[config.mk]
export PLATFORM = sky130hd
export DESIGN_NAME = flash_done_poller
export DESIGN_NICKNAME = d
export VERILOG_FILES = /design/src/rtl/flash_poll_pkg.sv /design/src/rtl/flash_rd_engine.sv /design/src/rtl/poll_judge.sv /design/src/rtl/poll_budget.sv /design/src/rtl/flash_done_poller.sv
export SDC_FILE = /design/constraint.sdc
export NUM_CORES = 1
export LEC_CHECK = 0
export BUFFER_PORTS_ARGS = -buffer_cell sky130_fd_sc_hd__clkbuf_2
export CAP_MARGIN = 10
export CORE_ASPECT_RATIO = 0.6
export CORE_MARGIN = 5
export CORE_UTILIZATION = 55
export CTS_BUF_LIST = sky130_fd_sc_hd__clkbuf_4
export DETAILED_ROUTE_END_ITERATION = 8
export GPL_ROUTABILITY_DRIVEN = 0
export GPL_TIMING_DRIVEN = 1
export PLACE_DENSITY = 0.77
export SETUP_SLACK_MARGIN = 0.15
export SLEW_MARGIN = 20
export SYNTH_ARGS = -nofsm -noshare
export SYNTH_HDL_FRONTEND = slang
export SYNTH_SLANG_ARGS = --single-unit
[constraint.sdc]
create_clock -name clk -period 3.45 [get_ports clk]
set_input_delay 0.69 -clock clk [delete_from_list [all_inputs] [get_ports clk]]
set_output_delay 0.69 -clock clk [all_outputs]
set_load 0.005 [all_outputs]
[src/rtl/flash_poll_pkg.sv]
// Shared types and constants for the flash completion poller.
// Assumes the flash status byte keeps its poll flag in bit 7 and its
// toggle flag in bit 6, so the data width must be at least 8.
package flash_poll_pkg;

    localparam int POLL_BIT   = 7;
    localparam int TOGGLE_BIT = 6;

    // Detection method encodings (bit 1 set selects the combined method)
    localparam logic [1:0] MTH_DATA   = 2'b00;
    localparam logic [1:0] MTH_TOGGLE = 2'b01;

    typedef enum logic [2:0] {
        ST_IDLE,
        ST_READ1,
        ST_READ2,
        ST_COMPARE,
        ST_CONFIRM,
        ST_DONE,
        ST_FAIL
    } poll_state_t;

    typedef enum logic [1:0] {
        VD_AGAIN,
        VD_COMPLETE,
        VD_SUSPEND
    } verdict_t;

endpackage

[src/rtl/flash_rd_engine.sv]
// Single read-access sequencer.
// On a one-clock request it raises the read strobe for exactly RD_CYCLES
// clocks, captures the bus data on the last of them and pulses ack with
// the captured byte. Assumes req arrives only while no access is running.
module flash_rd_engine #(
    parameter int DW        = 8,
    parameter int RD_CYCLES = 4
) (
    input  logic          clk,
    input  logic          rst_n,
    input  logic          req,
    output logic          bus_rd,
    input  logic [DW-1:0] bus_rdata,
    output logic          ack,
    output logic [DW-1:0] rdata_q
);
    localparam int          CW   = $clog2(RD_CYCLES + 1);
    localparam logic [CW-1:0] LAST = CW'(RD_CYCLES - 1);

    logic          active;
    logic [CW-1:0] cnt;

    // Access timing: count strobe clocks and capture data on the last one
    always_ff @(posedge clk) begin
        if (!rst_n) begin
            active  <= 1'b0;
            cnt     <= '0;
            ack     <= 1'b0;
            rdata_q <= '0;
        end else begin
            ack <= 1'b0;
            if (!active && req) begin
                active <= 1'b1;
                cnt    <= '0;
            end else if (active) begin
                if (cnt == LAST) begin
                    active  <= 1'b0;
                    ack     <= 1'b1;
                    rdata_q <= bus_rdata;
                end else begin
                    cnt <= cnt + 1'b1;
                end
            end
        end
    end

    assign bus_rd = active;

    AST_RD_WIDTH: assert property (@(posedge clk) disable iff (!rst_n)
        (bus_rd && cnt == LAST) |=> !bus_rd);
    AST_ACK_AFTER_RD: assert property (@(posedge clk) disable iff (!rst_n)
        ack |-> $past(bus_rd));
    AST_NO_REQ_OVERLAP: assert property (@(posedge clk) disable iff (!rst_n)
        req |-> !active);

endmodule

[src/rtl/poll_judge.sv]
// Combinational judgement of one poll (two consecutive reads).
// Takes the toggle bit of the first read, the poll and toggle bits of the
// second read, and the expected poll bit. Returns whether to poll again,
// to confirm completion, or to report a paused erase.
module poll_judge
    import flash_poll_pkg::*;
(
    input  logic       r1_tog,
    input  logic       r2_poll,
    input  logic       r2_tog,
    input  logic       exp_poll,
    input  logic       erase,
    input  logic [1:0] method,
    output verdict_t   verdict
);
    logic poll_true;
    logic tog_quiet;
    logic use_tog;
    logic use_poll;

    // Method flags and per-method conditions
    always_comb begin
        poll_true = erase ? r2_poll : (r2_poll == exp_poll);
        tog_quiet = (r1_tog == r2_tog);
        use_tog   = (method != MTH_DATA);
        use_poll  = (method != MTH_TOGGLE);
    end

    // Verdict with suspend detection taking priority over completion
    always_comb begin
        if (use_tog && tog_quiet && erase && !r2_poll) begin
            verdict = VD_SUSPEND;
        end else if ((!use_poll || poll_true) && (!use_tog || tog_quiet)) begin
            verdict = VD_COMPLETE;
        end else begin
            verdict = VD_AGAIN;
        end
    end

endmodule

[src/rtl/poll_budget.sv]
// Poll budget counter.
// Counts polls that did not complete and flags when the next such poll
// uses up the budget. A limit of zero is treated as one.
module poll_budget #(
    parameter int CNT_W = 16
) (
    input  logic             clk,
    input  logic             rst_n,
    input  logic             clear,
    input  logic             step,
    input  logic [CNT_W-1:0] limit,
    output logic             exhausted
);
    logic [CNT_W-1:0] cnt;
    logic [CNT_W:0]   lim_eff;
    logic [CNT_W:0]   cnt_next;

    // Effective limit and the count after one more failed poll
    always_comb begin
        lim_eff   = (limit == '0) ? (CNT_W+1)'(1) : {1'b0, limit};
        cnt_next  = {1'b0, cnt} + 1'b1;
        exhausted = (cnt_next >= lim_eff);
    end

    // Failed-poll counter, cleared at each accepted start
    always_ff @(posedge clk) begin
        if (!rst_n) begin
            cnt <= '0;
        end else if (clear) begin
            cnt <= '0;
        end else if (step) begin
            cnt <= cnt + 1'b1;
        end
    end

    AST_NO_OVERFLOW: assert property (@(posedge clk) disable iff (!rst_n)
        ({1'b0, cnt} < lim_eff));
    AST_STEP_IN_BUDGET: assert property (@(posedge clk) disable iff (!rst_n)
        step |-> !exhausted);

endmodule

[src/rtl/flash_done_poller.sv]
// Flash completion poller, top level.
// A start pulse latches the run settings. The poller then repeats polls of
// two reads each at the poll address and judges them by the chosen method.
// When a poll completes it makes one confirm read and reports the byte.
// Assumes the caller has already issued the program or erase command and
// that the flash drives bus_rdata steady through each access.
module flash_done_poller
    import flash_poll_pkg::*;
#(
    parameter int AW        = 18,
    parameter int DW        = 8,
    parameter int CNT_W     = 16,
    parameter int RD_CYCLES = 4
) (
    input  logic             clk,
    input  logic             rst_n,
    input  logic             start,
    input  logic             op_erase,
    input  logic [1:0]       method,
    input  logic [AW-1:0]    poll_addr,
    input  logic [DW-1:0]    exp_data,
    input  logic [CNT_W-1:0] poll_limit,
    output logic             bus_rd,
    output logic [AW-1:0]    bus_addr,
    input  logic [DW-1:0]    bus_rdata,
    output logic             busy,
    output logic             done,
    output logic             pass,
    output logic             timeout,
    output logic             suspended,
    output logic [DW-1:0]    final_data
);
    poll_state_t      state;
    logic             erase_q;
    logic [1:0]       method_q;
    logic [DW-1:0]    exp_q;
    logic [AW-1:0]    addr_q;
    logic [CNT_W-1:0] lim_q;
    logic             r1_tog_q;
    logic             r2_poll_q;
    logic             r2_tog_q;
    logic [DW-1:0]    fin_q;
    logic             pass_q;
    logic             susp_q;
    logic             req_q;

    logic             rd_ack;
    logic [DW-1:0]    rd_data;
    verdict_t         verdict;
    logic             exhausted;
    logic             start_ok;
    logic             budget_step;

    // Start acceptance and budget stepping
    always_comb begin
        start_ok    = start && (state == ST_IDLE || state == ST_DONE ||
                                state == ST_FAIL);
        budget_step = (state == ST_COMPARE) && (verdict == VD_AGAIN) &&
                      !exhausted;
    end

    flash_rd_engine #(
        .DW        (DW),
        .RD_CYCLES (RD_CYCLES)
    ) u_rd (
        .clk       (clk),
        .rst_n     (rst_n),
        .req       (req_q),
        .bus_rd    (bus_rd),
        .bus_rdata (bus_rdata),
        .ack       (rd_ack),
        .rdata_q   (rd_data)
    );

    poll_judge u_judge (
        .r1_tog   (r1_tog_q),
        .r2_poll  (r2_poll_q),
        .r2_tog   (r2_tog_q),
        .exp_poll (exp_q[POLL_BIT]),
        .erase    (erase_q),
        .method   (method_q),
        .verdict  (verdict)
    );

    poll_budget #(
        .CNT_W (CNT_W)
    ) u_budget (
        .clk       (clk),
        .rst_n     (rst_n),
        .clear     (start_ok),
        .step      (budget_step),
        .limit     (lim_q),
        .exhausted (exhausted)
    );

    // Run sequencer: settings capture, read ordering and outcome registers
    always_ff @(posedge clk) begin
        if (!rst_n) begin
            state     <= ST_IDLE;
            erase_q   <= 1'b0;
            method_q  <= MTH_DATA;
            exp_q     <= '0;
            addr_q    <= '0;
            lim_q     <= '0;
            r1_tog_q  <= 1'b0;
            r2_poll_q <= 1'b0;
            r2_tog_q  <= 1'b0;
            fin_q     <= '0;
            pass_q    <= 1'b0;
            susp_q    <= 1'b0;
            req_q     <= 1'b0;
        end else begin
            req_q <= 1'b0;
            case (state)
                ST_IDLE, ST_DONE, ST_FAIL: begin
                    if (start_ok) begin
                        erase_q  <= op_erase;
                        method_q <= method;
                        exp_q    <= exp_data;
                        addr_q   <= poll_addr;
                        lim_q    <= poll_limit;
                        fin_q    <= '0;
                        pass_q   <= 1'b0;
                        susp_q   <= 1'b0;
                        req_q    <= 1'b1;
                        state    <= ST_READ1;
                    end
                end
                ST_READ1: begin
                    if (rd_ack) begin
                        r1_tog_q <= rd_data[TOGGLE_BIT];
                        req_q    <= 1'b1;
                        state    <= ST_READ2;
                    end
                end
                ST_READ2: begin
                    if (rd_ack) begin
                        r2_poll_q <= rd_data[POLL_BIT];
                        r2_tog_q  <= rd_data[TOGGLE_BIT];
                        state     <= ST_COMPARE;
                    end
                end
                ST_COMPARE: begin
                    case (verdict)
                        VD_COMPLETE: begin
                            req_q <= 1'b1;
                            state <= ST_CONFIRM;
                        end
                        VD_SUSPEND: begin
                            susp_q <= 1'b1;
                            state  <= ST_DONE;
                        end
                        default: begin
                            if (exhausted) begin
                                state <= ST_FAIL;
                            end else begin
                                req_q <= 1'b1;
                                state <= ST_READ1;
                            end
                        end
                    endcase
                end
                ST_CONFIRM: begin
                    if (rd_ack) begin
                        fin_q  <= rd_data;
                        pass_q <= erase_q ? 1'b1 : (rd_data == exp_q);
                        state  <= ST_DONE;
                    end
                end
                default: state <= ST_IDLE;
            endcase
        end
    end

    // Outcome decoding from the sequencer state
    always_comb begin
        busy       = !(state == ST_IDLE || state == ST_DONE || state == ST_FAIL);
        done       = (state == ST_DONE) && !susp_q;
        suspended  = (state == ST_DONE) && susp_q;
        timeout    = (state == ST_FAIL);
        pass       = (state == ST_DONE) && pass_q;
        final_data = fin_q;
        bus_addr   = addr_q;
    end

    AST_ONE_OUTCOME: assert property (@(posedge clk) disable iff (!rst_n)
        $onehot0({done, timeout, suspended}));
    AST_PASS_NEEDS_DONE: assert property (@(posedge clk) disable iff (!rst_n)
        pass |-> done);
    AST_IDLE_NO_READ: assert property (@(posedge clk) disable iff (!rst_n)
        !busy |-> !bus_rd);
    AST_ADDR_FIXED: assert property (@(posedge clk) disable iff (!rst_n)
        (busy && $past(busy)) |-> $stable(bus_addr));
    AST_RESULT_HOLD: assert property (@(posedge clk) disable iff (!rst_n)
        ((done || timeout || suspended) && !start) |=>
            $stable({done, timeout, suspended, pass, final_data}));
    AST_START_BUSY: assert property (@(posedge clk) disable iff (!rst_n)
        (start && !busy) |=> busy);
    AST_SUSP_ERASE: assert property (@(posedge clk) disable iff (!rst_n)
        suspended |-> erase_q);

endmodule

==> run_results.csv, run 1 <==
group,metric,value,unit
run_status,status,"finished, final reports clean",
synth,syn-mean-instance-area,7.83,um2
die,initial_core_util,0.571,
synth,synth_flop_cell,"dfxtp_1",
synth,ys_top_cells_by_area,"dfxtp_1 40%, nand2_1 12%, a21oi_1 9.2%",
clocking,clk_latency,450,ps
sta,clock_skew,11.1,ps
power,vdd_drop_max,0.225,mV
job,drv_cap,0,
route,wl_per_cell,16.1,um
route,drc_errors,0,
critical_path,path_cells,"ha_4, and3_4, and4_4, and3_4, xor2_1, ha_1, a21o_1, a21oi_4, a21boi_4, a41oi_2, buf_2, or4_1, nand2_1",
synth,yosys_warnings,0,
clocking,htreeDepth,3,
synth,synth_top_cell_by_area,"dfxtp_1",
route,drtAntennaViolNets,0,
critical_path,crit_required,3860,ps
clocking,hold_buffers,0,
global_route,grt_max_degree,49,
critical_path,start_kind,"register",
sta,tightestPinTransition,845,ps
synth,synthArstFlopShare,0,
die,die-area,10200,um2
min_path,hold_class,"in2reg",
placed_design,io_buffers,87,
cells_and_area,layout-drive-gt1-share,0.200,
cells_and_area,diodes,0,
critical_path,cp_top_family,"simple AND/OR/NAND/NOR gates",
clocking,clkTransAtPathRegs,150,ps
synth,synth_edf_count,0,
clocking,cts_sinks,91,
synth,yosysMostFrequentCell,"nand2_1",
sta,min_period,3230,ps
route,viasPerCell,5.82,
route,drt_iter0_markers,365,
synth,synth-seq-cells,91,
sta,period_share,0.937,
critical_path,worst-path-max-fanout,7,
cells_and_area,fin_nets,730,
die,row_count,25,
placed_design,post-place-ws,-20.5,ps
critical_path,cp-end-kind,"register",
die,core_area,7950,um2
clocking,cts_buffers,9,
critical_path,worstPathArrival,3640,ps
cells_and_area,nFillCells,689,
cells_and_area,area_delta_synth_final,16.6,%
critical_path,path_class,"reg2reg",
die,die_y,80.3,um
power,power.density,395,nW/um2
sta,finalSetupViolations,0,
sta,finalMaxSlewViolations,0,
global_route,grt_pass1_vias,3881,
sta,finalHoldViolCount,0,
die,die_w,127,um
sta,grt_setup_unrepaired,"false",
sta,maxClockFrequency,309,MHz
die,io_pins,88,
global_route,grt_pass1_wl,19300,um
synth,synth.net_count,654,
sta,worst_slack,217,ps
synth,synth_common_cells,"144 x nand2_1, 91 x dfxtp_1, 83 x a21oi_1",
route,wirelength,12400,um
sta,slew_headroom,0.434,
critical_path,crit_path_top_delay_cell,"or4_1",
synth,synthesis.instances,579,
route,via_count,4469,
global_route,antenna_found_initial,0,
route,dr.pass1.iters,5,
synth,syn-cell-area,4530,um2
placed_design,place_hpwl,8730,um
clocking,cts_tree,"built",
critical_path,crit_top_cell,"and3_4",
critical_path,crit_buf_inv,1,
global_route,overflow,0,
global_route,grtUsageTotal,0.234,
synth,ys_types,46,
power,p_leak,2.28,nW
synth,synth_top_cell_area_share,0.402,
critical_path,max_stage_delay,520,ps
clocking,clockBufferDepth,2,
synth,ys_seq_area_frac,0.402,
power,p_total,2.09,mW
clocking,cts_root_buf,"clkbuf_4",
final timing paths:
check,end,startpoint,slack [ps],cells after the start
min,lim_q[3],poll_limit[3],440,3
max reg2reg,u_budget.cnt[8],u_budget.cnt[0],220,13
max,u_budget.cnt[8],u_budget.cnt[0],220,13
min reg2reg,final_data[5],final_data[5],460,2
what timing repair did:
action                                  4_1_cts  5_1_grt
gates cloned                                  0        2
endpoints found under the setup margin       15       19
setup buffers                                 0        3
pin swaps                                     0        3
resized for setup                             5        9
tightest hold or removal path: stages:
cell and delay (ps):
clkbuf_2 80, nand2_1 50, a21oi_1 50
per-layer routing:
layer,track usage,wire length [um],vias to the layer above
li1,-,-,2169
met1,0.336,5640,2088
met2,0.352,5390,195
met3,0.0591,1210,17
met4,0.0578,143,0
met5,0,0,-
per-stage QoR:
stage	instances	utilization	area (um2)	setup TNS, ps	hold WS [ps]
finish	768	0.665	5290	0	440
CTS	763	0.653	5190	0	403
floorplan	579	-	4530	0	428
detailed placement	747	0.631	5010	-63.2	444
global placement	747	0.631	5010	0	441
global route	768	0.665	5290	0	388
state kept, by name, summed over array words and instances (netlist names), 3 cells and up:
signal,flops
state,3
u_rd.rdata_q,8
u_budget.cnt,16
bus_addr,18
lim_q,16
final_data,8
exp_q,8
u_rd.cnt,3
kinds of logic (layout without fill, tap and decap cells):
kind of cell	count (synthesis)	count (layout)	synth area share
buffers and inverters	53	134	0.0486
AOI/OAI and AO/OA	130	130	0.175
DFF	91	91	0.402
and+or+nand+nor	257	257	0.265
adders and majority gates	20	20	0.0547
xor gates and xnor gates	26	26	0.0502
muxes	2	2	0.00442
cell type report:
cell class	instances	area, um2	share of cell area
Inverter	19	71.3	0.0135
Timing Repair Buffer	99	539	0.102
Sequential cell	91	1830	0.346
Tap cell	108	135	0.0256
Clock inverter	7	98.8	0.0187
Multi-Input combinational cell	435	2550	0.482
Clock buffer	9	67.6	0.0128
cells in the final DEF (no fill, tap or decap), types with 2 or more instances in the layout:
cell type,count
and3_4,2
inv_6,3
o21ai_0,12
or4_1,12
nand4_1,14
and4_4,2
and3_1,10
inv_2,2
xor2_1,14
inv_1,17
a211o_1,3
or3_1,2
a41o_1,4
clkbuf_4,10
o211ai_1,15
ha_1,18
nor4_1,3
nand2b_1,5
clkbuf_2,87
dfxtp_1,89
nor2b_1,7
a21oi_1,82
nand3_1,18
mux2i_1,2
nor2_1,24
and2_1,3
xnor2_1,12
nand4b_1,2
bufinv_16,2
buf_4,8
nand2_1,144
a31oi_1,2
nor3_1,5
where the power goes:
group          leakage (nW)  switching, mW  internal, mW
clock network        0.0873          0.384         0.300
registers             0.742         0.0315          1.09
logic                  1.45          0.177         0.108
Power figures use the tool's default switching activity.
==> run 2, diff against run 1 <==
- BUFFER_PORTS_ARGS: -buffer_cell sky130_fd_sc_hd__clkbuf_2 -> default
- DONT_BUFFER_PORTS: default -> 1
- PLACE_DENSITY: 0.77 -> 0.68
- clock period: 3.45 -> 3 ns (I/O delays scaled with it)
==> run 2 against run 1 <==
The run now ends with negative setup slack left. Clock power rose by 20%. Cell area is 1.2% lower. Combinational power hardly changed. Highest routed layer unchanged. Sequential share of layout area rose by 0.52 points.
==> run_results.csv, run 2 (same netlist as run 1, synthesis figures left out) <==
group,metric,value,unit
run_status,status,"finished, violations left",
run_status,violations,"negative setup slack",
cells_and_area,final_common_cell,"nand2_1",
critical_path,crit_path_top_delay_cell,"dfxtp_4",
clocking,cts_tree,"built",
route,wl_per_cell,17.6,um
cells_and_area,largest_reg_flops,18,
route,drc_errors,0,
route,via_count,4208,
die,die_w,127,um
cells_and_area,area_delta_synth_final,15.2,%
route,wirelength,12400,um
critical_path,max_stage_delay,410,ps
clocking,clockBufferDepth,2,
sta,slew_headroom,0.402,
critical_path,worstPathArrival,3470,ps
job,drv_cap,0,
clocking,cts_buffers,9,
critical_path,path_class,"reg2reg",
die,initial_core_util,0.571,
route,route.met2.wl,5010,um
power,p_comb_frac,0.119,
global_route,grt_pass1_wl,19400,um
sta,grt_setup_unrepaired,"true",
global_route,overflow,0,
route,route.met3.wl,1200,um
power,switchingPower,687,uW
clocking,cts_root_buf,"clkbuf_4",
sta,finalMaxSlewViolations,0,
placed_design,post-place-ws,-40.9,ps
min_path,hp-start,"exp_data[3]",
power,swShare,0.287,
clocking,hold_buffers,0,
placed_design,place_hpwl,8410,um
route,highest_layer,"met4",
clocking,clkTransAtPathRegs,160,ps
die,die-area,10200,um2
global_route,grt_pass1_vias,3797,
cells_and_area,layout-drive-gt1-share,0.152,
die,row_count,25,
power,p_leak,2.06,nW
sta,period_share,1.03,
global_route,grtUsageTotal,0.238,
power,p_seq_frac,0.539,
sta,tightestPinTransition,893,ps
die,die_y,80.3,um
cells_and_area,fin_util,0.657,
critical_path,cp-end-kind,"register",
critical_path,crit_cells,16,
critical_path,worst-r2r-setup-slack,-80,ps
route,drt_iter0_markers,451,
route,drt-met1-wl,6050,um
critical_path,r2r_start,"u_budget.cnt[0]",
sta,maxClockFrequency,325,MHz
critical_path,start_kind,"register",
sta,worst_slack,-77.9,ps
critical_path,worst-path-max-fanout,8,
clocking,htreeDepth,3,
min_path,hold_class,"in2reg",
global_route,grt_max_degree,60,
clocking,cts_sinks,91,
power,p_int,1.71,mW
min_path,holdPathStages,2,
clocking,clk_latency,470,ps
die,io_pins,88,
power,power.density,459,nW/um2
critical_path,crit_required,3400,ps
sta,min_period,3080,ps
sta,finalHoldViolCount,0,
route,viasPerCell,5.97,
global_route,antenna_found_initial,0,
sta,finalSetupViolations,14,
power,power_frac_clock,0.342,
cells_and_area,diodes,0,
critical_path,r2r_end,"u_budget.cnt[0]",
power,vdd_drop_max,0.278,mV
cells_and_area,fin_nets,667,
critical_path,crit_buf_inv,4,
route,drtAntennaViolNets,0,
sta,clock_skew,12.0,ps
min_path,hold_end,"exp_q[3]",
critical_path,rr_worst_depth,16,
critical_path,path_cells,"ha_4, and3_4, buf_6, and3_4, nand3_4, xnor2_4, ha_4, a21oi_2, o21ai_2, a32oi_4, buf_4, buf_6, buf_16, nand3_1, or3_1, a21oi_1",
placed_design,io_buffers,0,
critical_path,cp_top_family,"simple AND/OR/NAND/NOR gates",
route,dr.pass1.iters,5,
die,core_area,7950,um2
cells_and_area,layout_common_cells,"144 x nand2_1, 85 x dfxtp_1, 80 x a21oi_1",
==> run 2: cell count changes in the layout (fill, tap and decap cells not counted), moves of 3 or more <==
cell / previous run / this run
a21oi_2: 0 / 3
buf_4: 8 / 27
xor2_1: 14 / 11
buf_6: 1 / 5
clkbuf_2: 87 / 0
xor2_2: 0 / 3
dfxtp_1: 89 / 85
dfxtp_2: 1 / 5
==> run 2: worst max path at each step <==
stage | from | end | slack, ps
floorplan | u_budget.cnt[0] | u_budget.cnt[15] | 160
global placement | u_budget.cnt[0] | u_budget.cnt[10] | -10
detailed placement | u_budget.cnt[0] | u_budget.cnt[11] | -40
CTS | u_budget.cnt[1] | u_budget.cnt[7] | 40
global route | u_budget.cnt[0] | u_budget.cnt[12] | -200
finish | u_budget.cnt[0] | u_budget.cnt[0] | -80
==> run 2: routing by layer <==
layer / up-vias / global-route usage
met4: 0 / 0.0696
li1: 2032 / -
met2: 194 / 0.323
met5: - / 0
met1: 1965 / 0.361
met3: 17 / 0.0651
==> run 2: area by class of cell <==
type                            count  area (um2)
Clock buffer                        9        67.6
Multi-Input combinational cell    435        2660
Inverter                           19        71.3
Timing Repair Buffer               36         352
Clock inverter                      7         108
Fill cell                         686        2720
Tap cell                          108         135
Sequential cell                    91        1830
==> run 2: repair_timing <==
action                                  in CTS  in global routing
endpoints found under the setup margin      18                 20
pin swaps                                    5                 19
setup buffers                                8                  6
gates resized for setup                     19                 18
hold endpoints to repair                     0                  0
gates cloned                                 3                  0
==> run 2: power by group through the flow <==
stage          registers, mW  clock network (mW)  logic (mW)
2_1_floorplan           1.30                   0       0.204
3_3_place_gp            1.32                   0       0.240
3_5_place_dp            1.32                   0       0.248
4_1_cts                 1.29               0.836       0.279
5_1_grt                 1.30               0.886       0.319
6_report                1.29               0.819       0.285
==> run 2: stage by stage <==
| step | setup TNS, ps | hold slack [ps] | cell area (um2) | power, mW | instances |
|---|---|---|---|---|---|
| floorplan | 0 | 428 | 4560 | 1.51 | 579 |
| global placement | -20.8 | 438 | 4720 | 1.56 | 672 |
| detailed placement | -85.4 | 447 | 4720 | 1.57 | 672 |
| CTS | 0 | 219 | 5090 | 2.41 | 699 |
| global route | -2570 | 209 | 5220 | 2.50 | 705 |
| finish | -649 | 242 | 5220 | 2.40 | 705 |
==> run 2: worst register-to-register path, stage by stage, from the launching register on <==
cell	delay [ps]
dfxtp_4	410
ha_4	140
and3_4	180
buf_6	100
and3_4	200
nand3_4	110
xnor2_4	220
ha_4	230
a21oi_2	150
o21ai_2	90
a32oi_4	210
buf_4	150
buf_6	110
buf_16	120
nand3_1	110
or3_1	350
a21oi_1	140
